File: config.mk
export PLATFORM = sky130hd
export DESIGN_NAME = mtel_slave_uart
export DESIGN_NICKNAME = d
export VERILOG_FILES = /design/src/rtl/mtel_pkg.sv /design/src/rtl/mtel_rx_sync.sv /design/src/rtl/mtel_rx_deframe.sv /design/src/rtl/mtel_resp_gate.sv /design/src/rtl/mtel_tx_frame.sv /design/src/rtl/mtel_slave_uart.sv
export SDC_FILE = /design/constraint.sdc
export NUM_CORES = 1
export LEC_CHECK = 0
export BUFFER_PORTS_ARGS = -buffer_cell sky130_fd_sc_hd__buf_2
export CAP_MARGIN = 20
export CORE_MARGIN = 2
export CORE_UTILIZATION = 35
export CTS_CLUSTER_DIAMETER = 150
export CTS_CLUSTER_SIZE = 24
export DETAILED_ROUTE_END_ITERATION = 10
export GPL_TIMING_DRIVEN = 0
export PLACE_DENSITY = 0.61
export SLEW_MARGIN = 25
export SYNTH_ARGS = -nofsm -noshare
export SYNTH_HDL_FRONTEND = slang
export SYNTH_SLANG_ARGS = --single-unit
File: constraint.sdc
create_clock -name clk -period 2.95 [get_ports clk]
set_clock_uncertainty 0.2 [all_clocks]
set_input_delay 0.59 -clock clk [delete_from_list [all_inputs] [get_ports clk]]
set_output_delay 0.59 -clock clk [all_outputs]
set_load 0.01 [all_outputs]
File: src/rtl/mtel_pkg.sv
package mtel_pkg;

  typedef enum logic [1:0] {
    RX_IDLE  = 2'd0,
    RX_BITS  = 2'd1,
    RX_QUIET = 2'd2
  } rx_state_t;

  localparam int unsigned REQ_OVERHEAD = 3;  // start, parity, end
  localparam int unsigned RSP_OVERHEAD = 3;

endpackage

File: src/rtl/mtel_rx_sync.sv
module mtel_rx_sync #(
  parameter int unsigned STAGES = 2
) (
  input  logic clk,
  input  logic rst_n,
  input  logic d,
  output logic q
);

  logic [STAGES-1:0] sh_q;

  always_ff @(posedge clk or negedge rst_n) begin
    if (!rst_n) sh_q <= '1;
    else        sh_q <= {sh_q[STAGES-2:0], d};
  end

  assign q = sh_q[STAGES-1];

endmodule

File: src/rtl/mtel_rx_deframe.sv
module mtel_rx_deframe
  import mtel_pkg::*;
#(
  parameter int unsigned BIT_CYC = 16,
  parameter int unsigned DW      = 11
) (
  input  logic          clk,
  input  logic          rst_n,
  input  logic          en,
  input  logic          rx_s,
  output logic          strobe,
  output logic [DW-1:0] data
);

  localparam int unsigned FLEN = DW + REQ_OVERHEAD;
  localparam int unsigned IW   = $clog2(FLEN);
  localparam int unsigned PW   = $clog2(BIT_CYC);
  localparam logic [PW-1:0] PH_A    = PW'(BIT_CYC / 4);
  localparam logic [PW-1:0] PH_B    = PW'(3 * (BIT_CYC / 4));
  localparam logic [PW-1:0] PH_LAST = PW'(BIT_CYC - 1);
  localparam logic [IW-1:0] IX_LAST = IW'(FLEN - 1);

  rx_state_t        st_q, st_d;
  logic [PW-1:0]    ph_q, ph_d;
  logic [PW-1:0]    qc_q, qc_d;
  logic [IW-1:0]    ix_q, ix_d;
  logic             sa_q, sa_d;
  logic             prev_q;
  logic [FLEN-2:0]  frm_q, frm_d;
  logic             stb_q, stb_d;
  logic [DW-1:0]    dat_q, dat_d;
  logic             good;

  // frame accepted when end bit is 1, start bit 0, data+parity even
  assign good = sa_q && !frm_q[0] && !(^frm_q[DW+1:1]);

  always_comb begin
    st_d  = st_q;
    ph_d  = ph_q;
    qc_d  = qc_q;
    ix_d  = ix_q;
    sa_d  = sa_q;
    frm_d = frm_q;
    dat_d = dat_q;
    stb_d = 1'b0;
    if (!en) begin
      st_d = RX_IDLE;
    end else begin
      unique case (st_q)
        RX_IDLE: begin
          if (prev_q && !rx_s) begin
            st_d = RX_BITS;
            ph_d = '0;
            ix_d = '0;
          end
        end
        RX_BITS: begin
          ph_d = ph_q + 1'b1;
          if (ph_q == PH_A) sa_d = rx_s;
          if (ph_q == PH_B) begin
            if (rx_s == sa_q) begin
              st_d = RX_QUIET;            // no mid-bit edge
              qc_d = '0;
            end else if (ix_q == '0 && sa_q) begin
              st_d = RX_QUIET;            // start bit not 0
              qc_d = '0;
            end else if (ix_q == IX_LAST) begin
              st_d = RX_QUIET;
              qc_d = '0;
              if (good) begin
                stb_d = 1'b1;
                dat_d = frm_q[DW:1];
              end
            end else begin
              frm_d[ix_q] = sa_q;
            end
          end
          if (ph_q == PH_LAST) begin
            ph_d = '0;
            ix_d = ix_q + 1'b1;
          end
        end
        RX_QUIET: begin
          if (!rx_s)                 qc_d = '0;
          else if (qc_q == PH_LAST)  st_d = RX_IDLE;
          else                       qc_d = qc_q + 1'b1;
        end
        default: st_d = RX_IDLE;
      endcase
    end
  end

  always_ff @(posedge clk or negedge rst_n) begin
    if (!rst_n) begin
      st_q   <= RX_IDLE;
      ph_q   <= '0;
      qc_q   <= '0;
      ix_q   <= '0;
      sa_q   <= 1'b0;
      prev_q <= 1'b1;
      frm_q  <= '0;
      stb_q  <= 1'b0;
      dat_q  <= '0;
    end else begin
      st_q   <= st_d;
      ph_q   <= ph_d;
      qc_q   <= qc_d;
      ix_q   <= ix_d;
      sa_q   <= sa_d;
      prev_q <= rx_s;
      frm_q  <= frm_d;
      stb_q  <= stb_d;
      dat_q  <= dat_d;
    end
  end

  assign strobe = stb_q;
  assign data   = dat_q;

endmodule

File: src/rtl/mtel_resp_gate.sv
module mtel_resp_gate #(
  parameter int unsigned PAUSE_CYC = 64
) (
  input  logic clk,
  input  logic rst_n,
  input  logic en,
  input  logic strobe,
  input  logic tx_req,
  input  logic tx_busy,
  output logic accept,
  output logic armed,
  output logic pause_done
);

  localparam int unsigned CW = $clog2(PAUSE_CYC + 1);
  localparam logic [CW-1:0] CNT_END = CW'(PAUSE_CYC);

  logic          arm_q, arm_d;
  logic [CW-1:0] cnt_q, cnt_d;
  logic          done;

  assign done   = (cnt_q == CNT_END);
  assign accept = en && arm_q && done && tx_req && !tx_busy;

  always_comb begin
    arm_d = arm_q;
    cnt_d = cnt_q;
    if (!en) begin
      arm_d = 1'b0;
    end else if (strobe) begin
      arm_d = 1'b1;
      cnt_d = '0;
    end else if (accept) begin
      arm_d = 1'b0;
    end else if (arm_q && !done) begin
      cnt_d = cnt_q + 1'b1;
    end
  end

  always_ff @(posedge clk or negedge rst_n) begin
    if (!rst_n) begin
      arm_q <= 1'b0;
      cnt_q <= '0;
    end else begin
      arm_q <= arm_d;
      cnt_q <= cnt_d;
    end
  end

  assign armed      = arm_q;
  assign pause_done = done;

endmodule

File: src/rtl/mtel_tx_frame.sv
module mtel_tx_frame
  import mtel_pkg::*;
#(
  parameter int unsigned BIT_CYC = 16,
  parameter int unsigned DW      = 4
) (
  input  logic          clk,
  input  logic          rst_n,
  input  logic          en,
  input  logic          load,
  input  logic [DW-1:0] data,
  output logic          busy,
  output logic          line
);

  localparam int unsigned FLEN = DW + RSP_OVERHEAD;
  localparam int unsigned IW   = $clog2(FLEN);
  localparam int unsigned PW   = $clog2(BIT_CYC);
  localparam logic [PW-1:0] PH_HALF = PW'(BIT_CYC / 2);
  localparam logic [PW-1:0] PH_LAST = PW'(BIT_CYC - 1);
  localparam logic [IW-1:0] IX_LAST = IW'(FLEN - 1);

  logic [FLEN-1:0] sh_q, sh_d;
  logic [IW-1:0]   ix_q, ix_d;
  logic [PW-1:0]   ph_q, ph_d;
  logic            bz_q, bz_d;
  logic            ln_q, ln_d;

  always_comb begin
    sh_d = sh_q;
    ix_d = ix_q;
    ph_d = ph_q;
    bz_d = bz_q;
    if (!en) begin
      bz_d = 1'b0;
    end else if (load) begin
      sh_d = {1'b1, ^data, data, 1'b0};
      ix_d = '0;
      ph_d = '0;
      bz_d = 1'b1;
    end else if (bz_q) begin
      ph_d = ph_q + 1'b1;
      if (ph_q == PH_LAST) begin
        ph_d = '0;
        if (ix_q == IX_LAST) begin
          bz_d = 1'b0;
        end else begin
          ix_d = ix_q + 1'b1;
          sh_d = sh_q >> 1;
        end
      end
    end
    ln_d = bz_d && ((ph_d < PH_HALF) ? sh_d[0] : !sh_d[0]);
  end

  always_ff @(posedge clk or negedge rst_n) begin
    if (!rst_n) begin
      sh_q <= '0;
      ix_q <= '0;
      ph_q <= '0;
      bz_q <= 1'b0;
      ln_q <= 1'b0;
    end else begin
      sh_q <= sh_d;
      ix_q <= ix_d;
      ph_q <= ph_d;
      bz_q <= bz_d;
      ln_q <= ln_d;
    end
  end

  assign busy = bz_q;
  assign line = ln_q;

endmodule

File: src/rtl/mtel_slave_uart.sv
module mtel_slave_uart #(
  parameter int unsigned BIT_CYC     = 16,
  parameter int unsigned RX_DW       = 11,
  parameter int unsigned TX_DW       = 4,
  parameter int unsigned PAUSE_CYC   = 64,
  parameter int unsigned SYNC_STAGES = 2
) (
  input  logic             clk,
  input  logic             rst_n,
  input  logic             slave_mode,
  input  logic             rx_in,
  output logic [RX_DW-1:0] rx_data,
  output logic             rx_strobe,
  input  logic [TX_DW-1:0] tx_data,
  input  logic             tx_req,
  output logic             tx_out,
  output logic             tx_busy
);

  logic rst_meta, rst_s;
  logic rx_s;
  logic accept_w, armed_w, pause_done_w;

  // asynchronous assert, synchronous release
  always_ff @(posedge clk or negedge rst_n) begin
    if (!rst_n) begin
      rst_meta <= 1'b0;
      rst_s    <= 1'b0;
    end else begin
      rst_meta <= 1'b1;
      rst_s    <= rst_meta;
    end
  end

  mtel_rx_sync #(.STAGES(SYNC_STAGES)) u_sync (
    .clk(clk), .rst_n(rst_s), .d(rx_in), .q(rx_s)
  );

  mtel_rx_deframe #(.BIT_CYC(BIT_CYC), .DW(RX_DW)) u_rx (
    .clk(clk), .rst_n(rst_s), .en(slave_mode), .rx_s(rx_s),
    .strobe(rx_strobe), .data(rx_data)
  );

  mtel_resp_gate #(.PAUSE_CYC(PAUSE_CYC)) u_gate (
    .clk(clk), .rst_n(rst_s), .en(slave_mode), .strobe(rx_strobe),
    .tx_req(tx_req), .tx_busy(tx_busy), .accept(accept_w),
    .armed(armed_w), .pause_done(pause_done_w)
  );

  mtel_tx_frame #(.BIT_CYC(BIT_CYC), .DW(TX_DW)) u_tx (
    .clk(clk), .rst_n(rst_s), .en(slave_mode), .load(accept_w),
    .data(tx_data), .busy(tx_busy), .line(tx_out)
  );

endmodule

==> metrics.md <==
| Metric | Value |
|---|---|
| Layout cells sized above 1 | `23.3%` |
| CTS Buf Count | `9` |
| Mapped Cells | `approximately 330` |
| Final Hold Fails | `0` |
| Critical Path Start | `u_rx.st_q[1]` |
| Sequential area share after synthesis | `48.4%` |
| Largest net degree at the start of global routing | `51` |
| First-pass GRT wire length | `between 10000 and 15000 um` |
| Cell mode on critical path | `nand2_1` |
| DR DRC count | `0` |
| Routed Antenna Nets | `0` |
| Die Wd | `105 um` |
| Drt initial violations | `94` |
| Syn Nets | `351` |
| Highest metal used | `met4` |
| Max IR drop VDD | `0.281 mV` |
| Final GP Congestion | `between 0.8 and 0.9` |
| GRT Util Overall | `12.9%` |
| Total Wirelength | `6410 um` |
| Yosys warns | `0` |
| Commonest non-fill, non-tap cells in the layout | `dfrtp_1 (65), nand2_1 (38), mux2_2 (24)` |
| CP cell instances | `inv_1 > ha_1 > and4_1 > nand2_1 > nor4_4 > nand2_1 > mux2_2` |
| Setup TNS | `0 ps` |
| WL per Instance | `12.9 um` |
| Mapped Area | `about 0.0036 mm^2` |
| CTS tree | `yes` |
| Most common cell after layout, fill and taps aside | `dfrtp_1` |
| Setup violators final | `0` |
| Cell family with most CP delay | `simple AND/OR/NAND/NOR gates` |
| HPWL after detailed placement | `4530 um` |
| CP Class | `reg -> reg` |
| Critical Path Source Type | `register` |
| Met3 routed WL | `189 um` |
| Fin nets | `385` |
| Core area | `0.00986 mm^2` |
| Clk_lat worst skew | `340 ps` |
| Highest Clock Rate | `~410 MHz` |
| CP Max Fanout | `8` |
| Crit-path max cell delay | `400 ps` |
| Clk pin slew, worst setup/hold paths | `80 ps` |
| Critical path required time | `2970 ps` |
| Die H | `~110 um` |
| Max Transition Viols Final | `0` |
| Clock sinks | `about 70` |
| CTS Buffer Depth | `2` |
| Yosys reg bits | `69` |
| Area Growth Syn to Fin | `15.5%` |
| Dominant synthesized flop cell | `dfrtp_1` |
| Relative slew slack | `59.7%` |
| Grt ovf | `0` |
| R2R Setup Slk | `540 ps` |
| Buffers & Inverters on Critical Path | `1` |
| Ant diodes | `0` |
| FP Rows | `36` |
| Status | `finished clean` |
| Reg2Reg Depth | `7` |
| DRT Pass-1 Iters | `5` |
| RSZ-0062 raised after global routing | `no` |
| H-Tree Depth | `3` |
| Ys async rst share | `100%` |
| Avg Inst Size Synth | `11.0 um^2` |
| Max-Cap Viols | `0` |
| Initial antenna violation count | `0` |
| Critical Path AT | `approximately 2400 ps` |
| Vias | `approximately 2500` |
| Worst reg2reg startpoint | `u_rx.st_q[1]` |
| Pwr Total | `2.25 mW` |
| Die area | `0.0110 mm^2` |
| Post-synth EDFFs | `0` |
| Netlist cell types | `57` |
| CP endpoint kind | `register` |
| Initial core utilization | `a little over a third` |
| Met2 routed WL | `2950 um` |
| Wire length on met1 | `approximately 3200 um` |
| Worst slew pin tran | `600 ps` |
| End of the critical path | `u_rx.frm_q[6]` |
| Buffers inserted by post-CTS timing repair | `0` |
| Leak | `1.86 nW` |
| Min Tclk post-route | `2410 ps` |
| DR vias/cell | `4.97` |
| Io pins | `23` |
| Worst reg2reg path endpoint | `u_rx.frm_q[6]` |
| Slowest cell on the critical path | `dfrtp_1` |
| Min-Delay Path Class | `reg -> async` |
| Vias in the first global route | `2500` |
| Crit. path cell count | `7` |
| Period Utilization, post-route | `between 80 and 90%` |
| CTS Root Cell | `clkbuf_8` |
| Port Buf Inserts | `21` |
| P per Cell Area | `around 540 mW/mm^2` |
==> sequential cells by signal, indices dropped and copies added (netlist names), 2 cells and up <==
name / flops
u_gate.cnt_q: 7
u_rx.data: 11
u_rx.frm_q: 13
u_rx.ix_q: 4
u_rx.ph_q: 4
u_rx.qc_q: 4
u_rx.st_q: 2
u_sync.sh_q: 2
u_tx.ix_q: 3
u_tx.ph_q: 4
u_tx.sh_q: 7
==> per-layer routing <==
metal | up-vias | track usage, %
met5 | - | 0
met4 | 0 | 4.29
met3 | 7 | 3.56
met2 | 34 | 20.6
met1 | 1209 | 16.9
li1 | 1225 | -
==> synth_stat cells, types with 2 or more instances <==
cell type	count	area, um^2
and2_1	2	12.5
nor2_1	21	78.8
nand4_1	3	18.8
mux2_2	24	270
mux2i_1	5	50.1
clkbuf_1	2	7.51
a41oi_1	3	26.3
nand2_1	38	143
dfrtp_1	66	1650
dfstp_2	3	78.8
nor4_4	3	63.8
inv_1	16	60.1
a21oi_1	8	40.0
o31ai_1	4	30.0
a21o_1	2	15.0
nand2b_1	2	12.5
buf_6	2	22.5
o21ai_0	21	105
nand3_1	13	65.1
nor3_1	4	20.0
a32o_1	4	40.0
a22o_1	5	43.8
ha_1	16	200
xnor2_1	12	105
buf_2	2	10.0
nor2b_1	4	25.0
xor2_1	6	52.6
a22oi_1	5	37.5
and3_1	2	12.5
==> worst register-to-register path, delay by kind of cell (launching register included) <==
family	cells	cell delay, ps
multiplexers	1	280
AND/OR/NAND/NOR	4	980
adder cells (fa/ha/maj)	1	320
buffers and inverters	1	110
flip-flops	1	400
==> per-stage QoR <==
step	hold WS (ps)	area (um^2)	util, %	setup slack [ps]	std cells
6_report	5.65	4130	41.9	537	498
5_1_grt	27.2	4130	41.9	354	498
4_1_cts	18.5	4130	41.9	522	498
3_5_place_dp	14.8	3880	39.3	538	481
3_3_place_gp	137	3850	39.0	-136	480
2_1_floorplan	94.4	3580	-	692	326
==> final cells by class <==
| cell class | count | area (um^2) |
|---|---|---|
| fillers | 953 | 5730 |
| clock inverters | 6 | 113 |
| multi-input cells | 233 | 1740 |
| flip-flops and latches | 69 | 1730 |
| clock buffers | 10 | 128 |
| well taps | 133 | 166 |
| plain buffers | 8 | 51.3 |
| inverters | 16 | 60.1 |
| repair buffers | 23 | 143 |
==> cell families (layout without fill, tap and decap cells) <==
kind of cell               count (synthesis)  after routing  synth area share [%]
and+or+nand+nor                          103            103                  16.1
DFF                                       69             69                  48.4
AOI/OAI and AO/OA                         66             66                  13.4
muxes                                     29             29                  8.95
buffers and inverters                     24             63                  3.11
xor gates and xnor gates                  18             18                  4.41
adders and majority gates                 16             16                  5.60
other                                      1              1                 0.105
==> worst min path at each step <==
stage                           endpoint  slack [ps]
after detailed placement    u_rx.data[6]          10
after global placement             rst_s         140
final                     u_rx.frm_q[10]           6
after floorplan                 rst_meta          90
after CTS                 u_rx.frm_q[10]          20
after global routing       u_rx.frm_q[7]          30
==> where the power goes <==
part	internal, mW	switching (mW)	leakage, nW
Sequential	0.982	0.0474	0.945
Clock	0.562	0.363	0.109
Combinational	0.116	0.178	0.804
==> what timing repair did <==
action / CTS / global route
hold buffers: 1 / 0
resized for setup: 0 / 0
endpoints found under the hold margin: 2 / 0
No activity file was read; power rests on OpenSTA's default activity.
